[config.mk]
export PLATFORM = sky130hd
export DESIGN_NAME = conv_queue_sched
export DESIGN_NICKNAME = d
export VERILOG_FILES = /design/src/rtl/conv_sched_pkg.sv /design/src/rtl/sched_qctx.sv /design/src/rtl/sched_arb.sv /design/src/rtl/sched_flags.sv /design/src/rtl/conv_queue_sched.sv
export SDC_FILE = /design/constraint.sdc
export NUM_CORES = 1
export LEC_CHECK = 0
export BUFFER_PORTS_ARGS = -buffer_cell sky130_fd_sc_hd__clkbuf_2
export CELL_PAD_IN_SITES_DETAIL_PLACEMENT = 1
export CELL_PAD_IN_SITES_GLOBAL_PLACEMENT = 1
export CORE_MARGIN = 5
export CORE_UTILIZATION = 40
export CTS_BUF_LIST = sky130_fd_sc_hd__clkbuf_4
export CTS_CLUSTER_DIAMETER = 100
export DETAILED_ROUTE_END_ITERATION = 12
export GPL_TIMING_DRIVEN = 0
export PLACE_DENSITY = 0.87
export REMOVE_ABC_BUFFERS = 1
export SYNTH_ARGS = -nofsm -noshare
export SYNTH_HDL_FRONTEND = slang
export SYNTH_SLANG_ARGS = --single-unit
[constraint.sdc]
create_clock -name clk_i -period 3.1 [get_ports clk_i]
set_clock_uncertainty 0.2 [all_clocks]
set_input_delay 0.155 -clock clk_i [delete_from_list [all_inputs] [get_ports clk_i]]
set_output_delay 0.155 -clock clk_i [all_outputs]
set_load 0.01 [all_outputs]
[src/rtl/conv_sched_pkg.sv]
`timescale 1ns/1ps
package conv_sched_pkg;
  localparam int NQ    = 2;
  localparam int SEL_W = (NQ > 1) ? $clog2(NQ) : 1;
  localparam int Q1    = 0;
  localparam int Q2    = 1;
endpackage

[src/rtl/sched_qctx.sv]
`timescale 1ns/1ps
module sched_qctx #(
  parameter int IDX_W = 6
) (
  input  logic             clk_i,
  input  logic             rst_ni,
  input  logic [IDX_W-1:0] start_idx_i,
  input  logic             clr_i,
  input  logic             trig_acc_i,
  input  logic             eoq_i,
  input  logic             done_i,
  input  logic             pause_i,
  input  logic             preempt_i,
  input  logic             resume_i,
  output logic             active_o,
  output logic [IDX_W-1:0] ptr_o,
  output logic             complete_o
);
  localparam logic [IDX_W-1:0] LAST_IDX = '1;

  logic             active_q;
  logic [IDX_W-1:0] ptr_q;
  logic [IDX_W-1:0] subq_q;
  logic             at_last;

  assign at_last    = (ptr_q == LAST_IDX);
  assign complete_o = !clr_i && (eoq_i || (done_i && at_last));
  assign active_o   = active_q;
  assign ptr_o      = ptr_q;

  always_ff @(posedge clk_i or negedge rst_ni) begin
    if (!rst_ni) begin
      active_q <= 1'b0;
      ptr_q    <= '0;
      subq_q   <= '0;
    end else if (clr_i) begin
      active_q <= 1'b0;
      ptr_q    <= start_idx_i;
      subq_q   <= start_idx_i;
    end else if (trig_acc_i) begin
      active_q <= 1'b1;
      ptr_q    <= start_idx_i;
      subq_q   <= start_idx_i;
    end else if (complete_o) begin
      active_q <= 1'b0;
      ptr_q    <= start_idx_i;
      subq_q   <= start_idx_i;
    end else if (done_i) begin
      ptr_q <= ptr_q + 1'b1;
      if (pause_i) subq_q <= ptr_q + 1'b1;
    end else if (preempt_i) begin
      ptr_q <= resume_i ? ptr_q : subq_q;
    end
  end
endmodule

[src/rtl/sched_arb.sv]
`timescale 1ns/1ps
module sched_arb
  import conv_sched_pkg::*;
#(
  parameter int IDX_W = 6
) (
  input  logic [NQ-1:0]            req_i,
  input  logic [NQ-1:0][IDX_W-1:0] ptr_i,
  output logic                     valid_o,
  output logic [SEL_W-1:0]         sel_o,
  output logic [IDX_W-1:0]         idx_o
);
  // lowest queue number wins
  always_comb begin
    valid_o = 1'b0;
    sel_o   = '0;
    idx_o   = ptr_i[0];
    for (int q = NQ - 1; q >= 0; q--) begin
      if (req_i[q]) begin
        valid_o = 1'b1;
        sel_o   = SEL_W'(q);
        idx_o   = ptr_i[q];
      end
    end
  end
endmodule

[src/rtl/sched_flags.sv]
`timescale 1ns/1ps
module sched_flags
  import conv_sched_pkg::*;
(
  input  logic          clk_i,
  input  logic          rst_ni,
  input  logic [NQ-1:0] set_done_i,
  input  logic [NQ-1:0] set_ovr_i,
  input  logic [NQ-1:0] clr_i,
  input  logic [NQ-1:0] irq_en_i,
  output logic [NQ-1:0] done_o,
  output logic [NQ-1:0] ovr_o,
  output logic          irq_o
);
  for (genvar q = 0; q < NQ; q++) begin : g_flag
    always_ff @(posedge clk_i or negedge rst_ni) begin
      if (!rst_ni) begin
        done_o[q] <= 1'b0;
        ovr_o[q]  <= 1'b0;
      end else begin
        if (set_done_i[q])  done_o[q] <= 1'b1;
        else if (clr_i[q])  done_o[q] <= 1'b0;
        if (set_ovr_i[q])   ovr_o[q]  <= 1'b1;
        else if (clr_i[q])  ovr_o[q]  <= 1'b0;
      end
    end
  end

  assign irq_o = |(done_o & irq_en_i);
endmodule

[src/rtl/conv_queue_sched.sv]
`timescale 1ns/1ps
module conv_queue_sched
  import conv_sched_pkg::*;
#(
  parameter int IDX_W  = 6,
  parameter int CHAN_W = 6,
  parameter int MODE_W = 2
) (
  input  logic              clk_i,
  input  logic              rst_ni,
  input  logic              trig1_i,
  input  logic              trig2_i,
  input  logic [MODE_W-1:0] mode1_i,
  input  logic [MODE_W-1:0] mode2_i,
  input  logic              resume_sel_i,
  input  logic              stop_i,
  input  logic              frz_en_i,
  input  logic              frz_i,
  input  logic [IDX_W-1:0]  q2_begin_i,
  input  logic [NQ-1:0]     irq_en_i,
  input  logic [NQ-1:0]     flag_clr_i,
  input  logic [CHAN_W-1:0] cmd_chan_i,
  input  logic              cmd_pause_i,
  input  logic              conv_done_i,
  output logic [IDX_W-1:0]  cmd_idx_o,
  output logic              conv_start_o,
  output logic              conv_abort_o,
  output logic [NQ-1:0]     done_flag_o,
  output logic [NQ-1:0]     ovr_flag_o,
  output logic              irq_o
);
  localparam logic [CHAN_W-1:0] EOQ_CHAN = '1;

  logic [NQ-1:0][MODE_W-1:0] mode_cur, mode_q;
  logic [NQ-1:0][IDX_W-1:0]  ptr;
  logic [NQ-1:0] trig, mode_chg, enabled, trig_ok, trig_acc, ovr_set;
  logic [NQ-1:0] active, req, done_q, eoq_q, pre_q, clr_q, complete;
  logic          busy_q, pause_q;
  logic [SEL_W-1:0] owner_q, sel;
  logic          sel_valid, frozen, done_ev, preempt, kill, abort;
  logic          issue_ok, eoq_hit, start;

  assign mode_cur = {mode2_i, mode1_i};
  assign trig     = {trig2_i, trig1_i};
  assign frozen   = frz_en_i & frz_i;

  always_comb begin
    for (int q = 0; q < NQ; q++) begin
      mode_chg[q] = (mode_cur[q] != mode_q[q]);
      enabled[q]  = |mode_cur[q];
      trig_ok[q]  = trig[q] & enabled[q] & ~mode_chg[q] & ~stop_i;
      trig_acc[q] = trig_ok[q] & ~active[q];
      ovr_set[q]  = trig_ok[q] & active[q];
      req[q]      = active[q] & ~mode_chg[q];
      clr_q[q]    = mode_chg[q] | stop_i;
    end
  end

  assign done_ev = busy_q & conv_done_i;
  // a finishing command is never aborted
  assign preempt = busy_q & ~conv_done_i & (owner_q == SEL_W'(Q2)) & trig_acc[Q1];
  assign kill    = busy_q & ~conv_done_i & (stop_i | mode_chg[owner_q]);
  assign abort   = preempt | kill;

  assign issue_ok = ~busy_q & ~stop_i & ~frozen & ~trig_acc[Q1] & sel_valid;
  assign eoq_hit  = (cmd_chan_i == EOQ_CHAN);
  assign start    = issue_ok & ~eoq_hit;

  always_comb begin
    for (int q = 0; q < NQ; q++) begin
      done_q[q] = done_ev & (owner_q == SEL_W'(q));
      eoq_q[q]  = issue_ok & eoq_hit & (sel == SEL_W'(q));
      pre_q[q]  = (q == Q2) ? preempt : 1'b0;
    end
  end

  sched_arb #(.IDX_W(IDX_W)) u_arb (
    .req_i   (req),
    .ptr_i   (ptr),
    .valid_o (sel_valid),
    .sel_o   (sel),
    .idx_o   (cmd_idx_o)
  );

  for (genvar q = 0; q < NQ; q++) begin : g_q
    logic [IDX_W-1:0] base;
    if (q == Q1) begin : g_fixed
      assign base = '0;
    end else begin : g_prog
      assign base = q2_begin_i;
    end
    sched_qctx #(.IDX_W(IDX_W)) u_qctx (
      .clk_i       (clk_i),
      .rst_ni      (rst_ni),
      .start_idx_i (base),
      .clr_i       (clr_q[q]),
      .trig_acc_i  (trig_acc[q]),
      .eoq_i       (eoq_q[q]),
      .done_i      (done_q[q]),
      .pause_i     (pause_q),
      .preempt_i   (pre_q[q]),
      .resume_i    (resume_sel_i),
      .active_o    (active[q]),
      .ptr_o       (ptr[q]),
      .complete_o  (complete[q])
    );
  end

  always_ff @(posedge clk_i or negedge rst_ni) begin
    if (!rst_ni) begin
      mode_q  <= '0;
      busy_q  <= 1'b0;
      owner_q <= '0;
      pause_q <= 1'b0;
    end else begin
      mode_q <= mode_cur;
      if (abort || done_ev) begin
        busy_q <= 1'b0;
      end else if (start) begin
        busy_q  <= 1'b1;
        owner_q <= sel;
        pause_q <= cmd_pause_i;
      end
    end
  end

  sched_flags u_flags (
    .clk_i      (clk_i),
    .rst_ni     (rst_ni),
    .set_done_i (complete),
    .set_ovr_i  (ovr_set),
    .clr_i      (flag_clr_i),
    .irq_en_i   (irq_en_i),
    .done_o     (done_flag_o),
    .ovr_o      (ovr_flag_o),
    .irq_o      (irq_o)
  );

  assign conv_start_o = start;
  assign conv_abort_o = abort;
endmodule

=== Word-level counts from Yosys, hierarchy flattened ===
Cells that the tools add are included.

* Register bits: 31
* Input port bits: 30
* Output and inout port bits: 13
* Word-level logic and storage cells: 131

* $add $sub $neg: 2
* Magnitude comparators: 1
* Eq/ne operators: 6
* Muxes and demuxes: 36
* Bitwise logic cells: 46
* Reduce and logical (&&, ||, !) cells: 26

{| class="wikitable"
|+ Operators by type and width
! kind !! number
|-
| $mux 6 || 17
|-
| $and 1x1->1 || 28
|-
| $mux 1 || 19
|-
| $eq 6x6->1 const B || 3
|-
| $not 1->1 || 13
|-
| $add 6x1->6 const B || 2
|-
| $reduce_bool 4->1 || 3
|-
| $reduce_bool 2->1 || 5
|-
| $reduce_and 2->1 || 3
|-
| $reduce_bool 3->1 || 2
|-
| $reduce_or 2->1 || 3
|-
| $ne 5x1->1 const B || 1
|-
| $reduce_bool 5->1 || 1
|-
| $logic_and 1x1->1 || 4
|-
| $ne 2x2->1 || 2
|-
| $or 1x1->1 || 4
|-
| $logic_or 1x1->1 || 3
|-
| $and 2x2->2 || 1
|-
| $logic_not 1->1 || 2
|-
| $lt 1x2->1 const B || 1
|}

=== Logic depth before layout (Yosys ltp) ===
Gate-level depths: netlist of run 1.

* Depth after elaboration: 15
* Depth in mapped cells: 9
* Gate-level depth less buffers: 7

=== Cells and area by module ===
From an unflattened synthesis of run 1, not the netlist that was laid out.

* Cell total of the unflattened synthesis: 231
* Area, all modules: 2,293.4 sq um

{| class="wikitable"
|+ Modules (own cells, without submodules)
! module !! instances !! cells each !! area each (sq um) !! sequential area each (sq um)
|-
| sched_qctx || 2 || 80 || 760.7 || 325.3
|-
| conv_queue_sched || 1 || 51 || 503.0 || 175.2
|-
| sched_flags || 1 || 11 || 147.6 || 100.1
|-
| sched_arb || 1 || 9 || 121.4 || 0.0
|}

=== Worst setup path after synthesis of run 1 ===
No wires, ideal clock.

* Path kind: reg-to-reg
* Start point: register busy_q
* End point: register g_q[1].u_qctx.subq_q[2]
* Library setup time: 125 ps
* Arrival: 2,226 ps
* Data required time: 2,775 ps
* Slack: 549 ps
* Stages on the path, launching flop included: 7
* Path buffers: 1
* Clock period less this slack: 2,551 ps
* Cells stage by stage: dfrtp_1 > a211o_1 > or4_1 > a2111o_1 > and2_1 > buf_6 > mux2_4

* Longest elaborated chain between the ends: 12
* Elaborated cells between the ends (all ways): 18
* Those cells by class: mux: 3; bitwise: 9; reduce/logical: 6

{| class="wikitable"
|+ RTL lines
! element !! line !! text
|-
| start: declaration || conv_queue_sched.sv:38 || <nowiki>logic busy_q, pause_q;</nowiki>
|-
| start signal: assignment || conv_queue_sched.sv:112 || <nowiki>busy_q <= 1'b0;</nowiki>
|-
| start signal: assignment || conv_queue_sched.sv:118 || <nowiki>busy_q <= 1'b0;</nowiki>
|-
| start signal: assignment || conv_queue_sched.sv:120 || <nowiki>busy_q <= 1'b1;</nowiki>
|-
| $not 1->1 || conv_queue_sched.sv:65 || <nowiki>assign issue_ok = ~busy_q & ~stop_i & ~frozen & ~trig_acc[Q1] & sel_valid;</nowiki>
|-
| $and 1x1->1 (4 in series) || conv_queue_sched.sv:65 ||
|-
| $and 1x1->1 (2 in series) || conv_queue_sched.sv:72 || <nowiki>eoq_q[q] = issue_ok & eoq_hit & (sel == SEL_W'(q));</nowiki>
|-
| $logic_or 1x1->1 || sched_qctx.sv:27 || <nowiki>assign complete_o = !clr_i && (eoq_i || (done_i && at_last));</nowiki>
|-
| $logic_and 1x1->1 || sched_qctx.sv:27 ||
|-
| $mux 6 || sched_qctx.sv:44 || <nowiki>end else if (complete_o) begin</nowiki>
|-
| $mux 6 || sched_qctx.sv:40 || <nowiki>end else if (trig_acc_i) begin</nowiki>
|-
| $mux 6 || sched_qctx.sv:36 || <nowiki>end else if (clr_i) begin</nowiki>
|-
| end signal: assignment || sched_qctx.sv:39 || <nowiki>subq_q <= start_idx_i;</nowiki>
|-
| end signal: assignment || sched_qctx.sv:43 || <nowiki>subq_q <= start_idx_i;</nowiki>
|-
| end signal: assignment || sched_qctx.sv:47 || <nowiki>subq_q <= start_idx_i;</nowiki>
|-
| end: declaration || sched_qctx.sv:23 || <nowiki>logic [IDX_W-1:0] subq_q;</nowiki>
|}

Several ways; a longest one is shown, not always the timed one.
A chain may end at the register's enable or synchronous reset.

=== Worst setup path after layout of run 1 ===
* Start point: register busy_q
* End point: register g_q[1].u_qctx.subq_q[4]

The elaborated chain is that of the path after synthesis.

==> results of run 1 <==
[metal layers]
layer	up-vias	global-route usage, %	part of all wire [%]
li1	801	-	-
met1	834	21.2	41
met2	35	32.9	54
met3	5	4.57	3.4
met4	0	5.94	0.96
met5	-	0	0
[registers in the layout (all words and copies together), names as in the netlist]
signal	cells
busy_q	1
g_q.u_qctx.active_o	2
g_q.u_qctx.ptr_o	12
g_q.u_qctx.subq_q	6
mode_q	4
owner_q	1
pause_q	1
u_flags.done_o	2
u_flags.ovr_o	2
[path summary, 6_finish.rpt]
kind                                  start                       to  cells after the start
hold reg to reg            u_flags.ovr_o[1]         u_flags.ovr_o[1]                      1
hold / removal                       stop_i        u_flags.done_o[0]                      3
setup reg to reg                     busy_q  g_q[1].u_qctx.subq_q[4]                      5
max in group asynchronous            rst_ni   g_q[0].u_qctx.ptr_o[3]                      2
setup / recovery                     busy_q  g_q[1].u_qctx.subq_q[4]                      5
min in group asynchronous            rst_ni         u_flags.ovr_o[1]                      2
[worst max-delay path, delay by kind of cell, from the launching register on]
family | cells | cell delay [ps]
compound gates | 2 | 860
simple gates | 2 | 1000
flops | 1 | 460
mux | 1 | 380
[through the flow]
stage	power, mW	setup WS [ps]	hold slack [ps]	utilization (%)	instance area [um^2]
finish	0.893	99.2	57.3	52.3	2260
global route	0.939	10.2	66.2	52.3	2260
CTS	0.895	112	39.3	52.3	2260
detailed placement	0.568	146	77.1	46.8	2020
global placement	0.562	159	64.8	46.8	2020
floorplan	0.516	473	-341	-	1750
[layout make-up]
cell class	count	share of cell area (%)
multi-input combinational	147	41.7
sequential	31	34.3
clock inverter	3	1.72
timing repair buffer	58	16.4
clock buffer	5	1.66
inverter	8	1.33
tap	52	2.88
[cells in the final DEF, fill, tap and decap left out, types with 3 or more instances in the layout]
cell type	instances
a21oi_1	13
a31oi_1	3
clkbuf_2	42
clkbuf_4	5
dfrtp_1	31
dlygate4sd3_1	16
inv_1	8
mux2_2	8
mux2_4	3
mux2i_1	4
nand2_1	22
nand3_1	8
nor2_1	23
nor3_1	3
o21ai_0	7
o22ai_1	5
or3_1	3
xnor2_1	6
xor2_1	6
[power breakdown]
group          switching, mW  total (mW)  internal [mW]
registers             0.0208       0.445          0.425
logic                 0.0686       0.134         0.0653
clock network          0.148       0.313          0.166
total                  0.237       0.893          0.656
[cell families (layout without fill, tap and decap cells)]
| kind of cell | count (synthesis) | count (layout) | synth area share (%) |
|---|---|---|---|
| DFF | 31 | 31 | 43.6 |
| buffers and inverters | 12 | 74 | 3.38 |
| muxes | 15 | 15 | 9.85 |
| adders and majority gates | 2 | 2 | 1.41 |
| xor gates and xnor gates | 12 | 12 | 5.91 |
| AOI/OAI and AO/OA | 44 | 44 | 16.2 |
| and+or+nand+nor | 74 | 74 | 19.6 |
==> flow_metrics.tcl, run 1 <==
set metrics [dict create \
    status "finished clean" \
    synthTopCellsByCount "dfrtp_1, nor2_1, nand2_1" \
    powerDensity_nw_per_um2 395 \
    p_leak_nw 1.06 \
    setup_tns_ps 0 \
    r2r_slack_ps 100 \
    yosysUniqueCellTypes 44 \
    setup_viol 0 \
    grt_max_degree 32 \
    dp_cells 280 \
    post_cts_buffers 0 \
    maxCapViolCount 0 \
    antenna_found_initial 0 \
    avgSynthCellArea_um2 9.36 \
    critPathArrivalTime_ps 3040 \
    grt_pass1_wl_um 8800 \
    multiInputGateArea_um2 942 \
    viasPerCell 5.51 \
    synth.top_cell.area_share_pct 43.6 \
    path_class "reg -> reg" \
    antenna_cells 0 \
    fin_crit_sh_pct 96.8 \
    cts_buffers 5 \
    design.core.area_um2 4320 \
    clk_latency_ps 340 \
    io_pins 43 \
    std_cell_rows 24 \
    drc 0 \
    worstMarginPinSlew_ps 848 \
    slowest_stage "a2111o_1" \
    drive_gt1_share_pct 24.6 \
    syn_area_um2 1780 \
    die_w_um 76.7 \
    start_util_pct 41.1 \
    max_freq_mhz 333 \
    critPathMaxFanout 14 \
    clk_pin_slew_ps 100 \
    synthArstFlopShare_pct 100 \
    wl_per_cell_um 16.9 \
    synth_edf_count 0 \
    seqCellArea_um2 776 \
    ys.flop_type "dfrtp_1" \
    die_h_um 76.7 \
    synth_largest_area_cell "dfrtp_1" \
    fin_cells 304 \
    cts.path.max_buffers 2 \
    nets 283 \
    port_buffers 42 \
    fill_cells 528 \
    drt_iter0_drc 61 \
    cts_hold_buf 16 \
    yosysSeqAreaShare_pct 43.6 \
    htreeDepth 2 \
    crit_required_ps 3140 \
    gp_congestion 0.768 \
    grt_pass1_vias 1823 \
    ir_drop_mv 0.240 \
    dieArea_um2 5880 \
    num_vias 1675 \
    globalRouteOverflowTotal 0 \
    timing.final.crit_period_ps 3000 \
    yosysWarnings 0 \
    end_kind "flop" \
    crit_chain "a211o_1 > or4_1 > a2111o_1 > and2_1 > mux2_4" \
    hold_viol 0 \
    hold_class "in -> reg" \
    syn-instance-count 190 \
    clock_sinks 31 \
    drtAntennaViolNets 0 \
    synth_seq_cells 31 \
    critPathLaunchType "flop" \
    cts_tree "done" \
    areaGrowthSynthToFinish_pct 27.1 \
    totalWireLength_um 5130 \
    drv_slew 0 \
    root_buffer "clkbuf_4" \
    max_slew_margin_pct 42.7 \
    rsz0062_at_grt "false" \
    post_cts_resized 0 \
    synth_area_leaders "dfrtp_1, mux2_2, nor2_1" \
    dr.pass1.iters 5 \
    grtUsageTotal_pct 18.4 \
    critPathMaxStageDelay_ps 560 \
    yosysMostFrequentCell "dfrtp_1" \
    dp_hpwl_um 3610 \
]
Note: power is estimated with default switching activity, not from simulation.
==> inputs of run 2 (changes only) <==
- CTS_BUF_LIST: sky130_fd_sc_hd__clkbuf_4 -> default
==> run 2 against run 1 <==
Compared with the run above: sequential share of layout area is 0.34 points lower; via count up 0.48%; maximum frequency up 4.2%; global-route usage increased by 0.094 points.
==> flow_metrics.tcl, run 2 (synthesis gave the netlist of run 1 again) <==
set metrics [dict create \
    status "finished clean" \
    critPathMaxFanout 14 \
    rsz0062_at_grt "false" \
    timing.final.crit_period_ps 2880 \
    gp_congestion 0.768 \
    r2r_cells 5 \
    die_h_um 76.7 \
    cts_buffers 5 \
    std_cell_rows 24 \
    worstMarginPinSlew_ps 801 \
    multiInputGateArea_um2 943 \
    utilization_pct 52.8 \
    slowest_stage "a2111o_1" \
    critPathLaunchType "flop" \
    crit_required_ps 3080 \
    crit_buf_inv 0 \
    dp_hpwl_um 3610 \
    areaGrowthSynthToFinish_pct 28.4 \
    seqCellArea_um2 776 \
    r2r-end "g_q[1].u_qctx.subq_q[3]" \
    antenna_found_initial 0 \
    max_slew_margin_pct 45.9 \
    totalWireLength_um 5090 \
    dpl_cell_area_um2 2020 \
    drv_slew 0 \
    hold_class "in -> reg" \
    drive_gt1_share_pct 25.6 \
    crit_chain "a211o_1 > or4_1 > a2111o_1 > and2_2 > mux2_4" \
    design.core.area_um2 4320 \
    drc 0 \
    cts_tree "done" \
    critical-path-top-delay-family "simple AND/OR/NAND/NOR gates" \
    htreeDepth 2 \
    clk_latency_ps 290 \
    final_common_cell "clkbuf_2" \
    layout_common_cells "clkbuf_2, dfrtp_1, nor2_1, nand2_1, dlygate4sd3_1" \
    critPathArrivalTime_ps 2860 \
    cp.depth 5 \
    port_buffers 42 \
    root_buffer "clkbuf_8" \
    cp-startpoint "busy_q" \
    io_pins 43 \
    grt_pass1_vias 1830 \
    fin_crit_sh_pct 92.9 \
    nets 281 \
    end_kind "flop" \
    dr.pass1.iters 6 \
    p_leak_nw 1.07 \
    grt_pass1_wl_um 8890 \
    antenna_cells 0 \
    dieArea_um2 5880 \
    fill_cells 540 \
    r2r_slack_ps 220 \
    num_vias 1683 \
    clk_pin_slew_ps 70 \
    cts.path.max_buffers 2 \
    viasPerCell 5.57 \
    globalRouteOverflowTotal 0 \
    setup_viol 0 \
    ir_drop_mv 0.227 \
    powerDensity_nw_per_um2 437 \
    post_cts_buffers 0 \
    path_class "reg -> reg" \
    wl_per_cell_um 16.9 \
    critPathMaxStageDelay_ps 560 \
    max_freq_mhz 347 \
    setup_tns_ps 0 \
    drt_iter0_drc 63 \
    start_util_pct 41.1 \
    grtUsageTotal_pct 18.5 \
    clock_sinks 31 \
    cp-endpoint "g_q[1].u_qctx.subq_q[3]" \
    maxCapViolCount 0 \
    drtAntennaViolNets 0 \
    hold_viol 0 \
    largest_reg_flops 12 \
    grt_max_degree 32 \
    die_w_um 76.7 \
    final_cell_area_um2 2280 \
    timing.rr.start "busy_q" \
]
[run 2: through the flow]
stage	hold slack (ps)	power [mW]	setup WS, ps	cells
global placement	64.8	0.562	159	280
CTS	19.6	1.01	120	302
finish	21.5	0.997	219	302
floorplan	-341	0.516	473	186
global route	41.7	1.04	85.8	302
detailed placement	77.1	0.568	146	280
[run 2: per-layer routing]
| layer | track usage (%) | vias to the layer above | wire length (um) |
|---|---|---|---|
| li1 | - | 795 | - |
| met1 | 21.6 | 843 | 2050 |
| met2 | 32.6 | 36 | 2750 |
| met3 | 4.22 | 9 | 199 |
| met4 | 6.82 | 0 | 93 |
| met5 | 0 | - | 0 |
[run 2: worst min-delay path, stage by stage]
cell	delay, ps
clkbuf_2	90
o21a_1	110
nand2_1	70
o21ai_1	50
[run 2: final cells by class]
type,count,share of cell area [%]
flip-flops and latches,31,34.0
clock inverters,2,1.54
well taps,52,2.85
clock buffers,6,3.62
inverters,8,1.32
repair buffers,56,15.4
multi-input cells,147,41.3
[run 2: how the worst min path moves through the flow]
stage	startpoint	endpoint	slack, ps	cells after the start
after CTS	trig2_i	g_q[1].u_qctx.active_o	20	4
after global routing	conv_done_i	busy_q	40	3
final	trig2_i	g_q[1].u_qctx.active_o	20	4
after global placement	rst_ni	mode_q[3]	60	1
after floorplan	rst_ni	busy_q	-340	0
after detailed placement	rst_ni	mode_q[3]	80	1
[run 2: repair_timing]
action,4_1_cts,5_1_grt
endpoints found under the hold margin,52,0
setup endpoints to repair,0,4
resized for setup,0,1
hold buffers,14,0
[run 2: power by group]
group | leakage, nW | internal [mW] | switching [mW]
logic | 0.613 | 0.0637 | 0.0676
registers | 0.394 | 0.425 | 0.0205
clock network | 0.0612 | 0.260 | 0.161
total | 1.07 | 0.749 | 0.249
==> inputs of run 3 (changes only) <==
- PLACE_DENSITY: 0.87 -> 0.84
- REMOVE_ABC_BUFFERS: 1 -> default
- SYNTH_HIERARCHICAL: default -> 1
==> run 3 against run 2 <==
Compared with the run above: global-route usage down 1.4 points; total power up 21%; maximum frequency fell by 1.3%; via count up 18%; worst hold slack improved by 37 ps; cell count is 24% higher; synthesized cell count up 22%; wire length is 20% higher; sequential share of layout area down 1.8 points; critical path depth grew 5; design area is 26% higher; clock power is 4% higher.
==> flow_metrics.tcl, run 3 <==
set metrics [dict create \
    dp_cells 352 \
    r2r_cells 8 \
    p_sw_share_pct 26.7 \
    p_switching_uw 321 \
    viasPerCell 5.30 \
    layout_common_cells "clkbuf_2, dfrtp_1, nand2_1, o21ai_1, nor2_1" \
    drtAntennaViolNets 0 \
    nets 333 \
    synth_edf_count 0 \
    cts.path.max_buffers 2 \
    drt_iter0_drc 35 \
    synth_largest_area_cell "dfrtp_1" \
    place_ws_ps 286 \
    io_pins 43 \
    synthTopCellsByCount "dfrtp_1, nand2_1, o21ai_1" \
    port_buffers 42 \
    antenna_cells 0 \
    maxCapViolCount 0 \
    fin_crit_sh_pct 94.2 \
    yosysUniqueCellTypes 51 \
    grt_pass1_wl_um 9950 \
    post_cts_buffers 0 \
    start_util_pct 41.4 \
    worstMarginPinSlew_ps 957 \
    syn-instance-count 231 \
    r2r-end "g_q[1].u_qctx/ptr_o[2]" \
    critPathLaunchType "input port" \
    cp-endpoint "g_q[1].u_qctx/ptr_o[2]" \
    dieArea_um2 7350 \
    setup_tns_ps 0 \
    clkPwrFrac_pct 36.3 \
    synth_area_leaders "dfrtp_1, mux2_4, mux2i_1" \
    cts_buffers 5 \
    grtUsageTotal_pct 17.1 \
    hold_path.startpoint "stop_i" \
    totalWireLength_um 6090 \
    utilization_pct 51.9 \
    cts_tree "done" \
    yosysMostFrequentCell "dfrtp_1" \
    timing.final.ws_setup_ps 181 \
    ir_drop_mv 0.270 \
    die_h_um 85.7 \
    crit_required_ps 3090 \
    fin_cells 374 \
    antenna_found_initial 0 \
    timing.final.crit_period_ps 2920 \
    rsz0062_at_grt "false" \
    die_w_um 85.7 \
    clock_sinks 37 \
    cts_hold_buf 14 \
    dp_hpwl_um 4560 \
    powerDensity_nw_per_um2 418 \
    max_slew_margin_pct 36.2 \
    cp-startpoint "mode1_i[0]" \
    syn_area_um2 2290 \
    path_class "in -> reg" \
    yosysSeqAreaShare_pct 40.4 \
    avgSynthCellArea_um2 9.93 \
    hold_viol 0 \
    synthArstFlopShare_pct 100 \
    yosysWarnings 6 \
    fill_cells 643 \
    drv_slew 0 \
    dr.pass1.iters 4 \
    p_leak_nw 1.33 \
    critPathArrivalTime_ps 2900 \
    drive_gt1_share_pct 28.1 \
    combPwrFrac_pct 17.2 \
    root_buffer "clkbuf_8" \
    hold_class "in -> reg" \
    clk_pin_slew_ps 70 \
    htreeDepth 2 \
    num_vias 1984 \
    max_freq_mhz 343 \
    design.core.area_um2 5540 \
    timing.rr.start "mode_q[0]" \
    end_kind "flop" \
    critPathMaxFanout 5 \
    final_common_cell "clkbuf_2" \
    ys.flop_type "dfrtp_1" \
    grt_pass1_vias 2126 \
    status "finished clean" \
    synth.top_cell.area_share_pct 40.4 \
    std_cell_rows 27 \
    seq_power_share_pct 46.5 \
    setup_viol 0 \
    grt_max_degree 38 \
    post_cts_resized 0 \
    internal_power_uw 881 \
    clk_latency_ps 300 \
    gp_congestion 0.775 \
    wl_per_cell_um 16.3 \
    globalRouteOverflowTotal 0 \
    areaGrowthSynthToFinish_pct 25.4 \
    r2r_slack_ps 290 \
    drc 0 \
    synth_seq_cells 37 \
]
[run 3: cells by family after synthesis]
| logic type | Yosys count | synth area share, % |
|---|---|---|
| compound gates | 62 | 18.8 |
| xor+xnor | 10 | 3.82 |
| fa+ha+maj | 2 | 1.09 |
| buf+inv | 12 | 3.06 |
| flops | 37 | 40.4 |
| mux | 26 | 13.5 |
| other cells | 1 | 0.164 |
| simple gates | 81 | 19.2 |
[run 3: worst min-delay path by stage]
stage                        endpoint  slack, ps  cells past startpoint
2_1_floorplan                  busy_q       -340                      0
3_3_place_gp                mode_q[1]        110                      1
3_5_place_dp                mode_q[3]        120                      1
4_1_cts        g_q[1].u_qctx/active_o         40                      4
5_1_grt              u_flags/ovr_o[1]         90                      4
6_report       g_q[1].u_qctx/active_o         60                      4
[run 3: layout make-up]
type / instances / area, um^2 / share of cell area (%)
tap: 72 / 90.1 / 3.13
buffer: 5 / 43.8 / 1.52
multi-input combinational: 189 / 1320 / 46.0
inverter: 7 / 26.3 / 0.913
sequential: 37 / 926 / 32.2
clock inverter: 1 / 30.0 / 1.04
clock buffer: 7 / 86.3 / 3.00
timing repair buffer: 56 / 350 / 12.2
[run 3: critical path, cell delays in order]
cell	delay (ps)
dlygate4sd3_1	540
clkbuf_2	140
and4bb_1	310
a32oi_4	170
nor2_2	230
and3_1	210
nor2b_1	480
mux2_2	390
o21ai_0	200
o21ai_2	70
[run 3: power groups by stage]
stage,clock [mW],sequential [mW],combinational (mW)
floorplan,0,0.554,0.129
global placement,0,0.566,0.185
detailed placement,0,0.569,0.193
CTS,0.454,0.559,0.208
global route,0.469,0.565,0.229
finish,0.436,0.559,0.207
[run 3: stage by stage]
stage | hold WS, ps | power (mW) | area, um^2
floorplan | -341 | 0.683 | 2320
global placement | 109 | 0.750 | 2620
detailed placement | 122 | 0.762 | 2620
CTS | 44.1 | 1.22 | 2880
global route | 92.7 | 1.26 | 2880
finish | 58.6 | 1.20 | 2880
[run 3: layer usage]
| metal | vias up | share of wire (%) | track usage (%) |
|---|---|---|---|
| met2 | 37 | 52 | 31.5 |
| li1 | 981 | - | - |
| met5 | - | 0 | 0 |
| met3 | 6 | 3.8 | 2.59 |
| met4 | 0 | 1.1 | 5.61 |
| met1 | 960 | 43 | 20.2 |
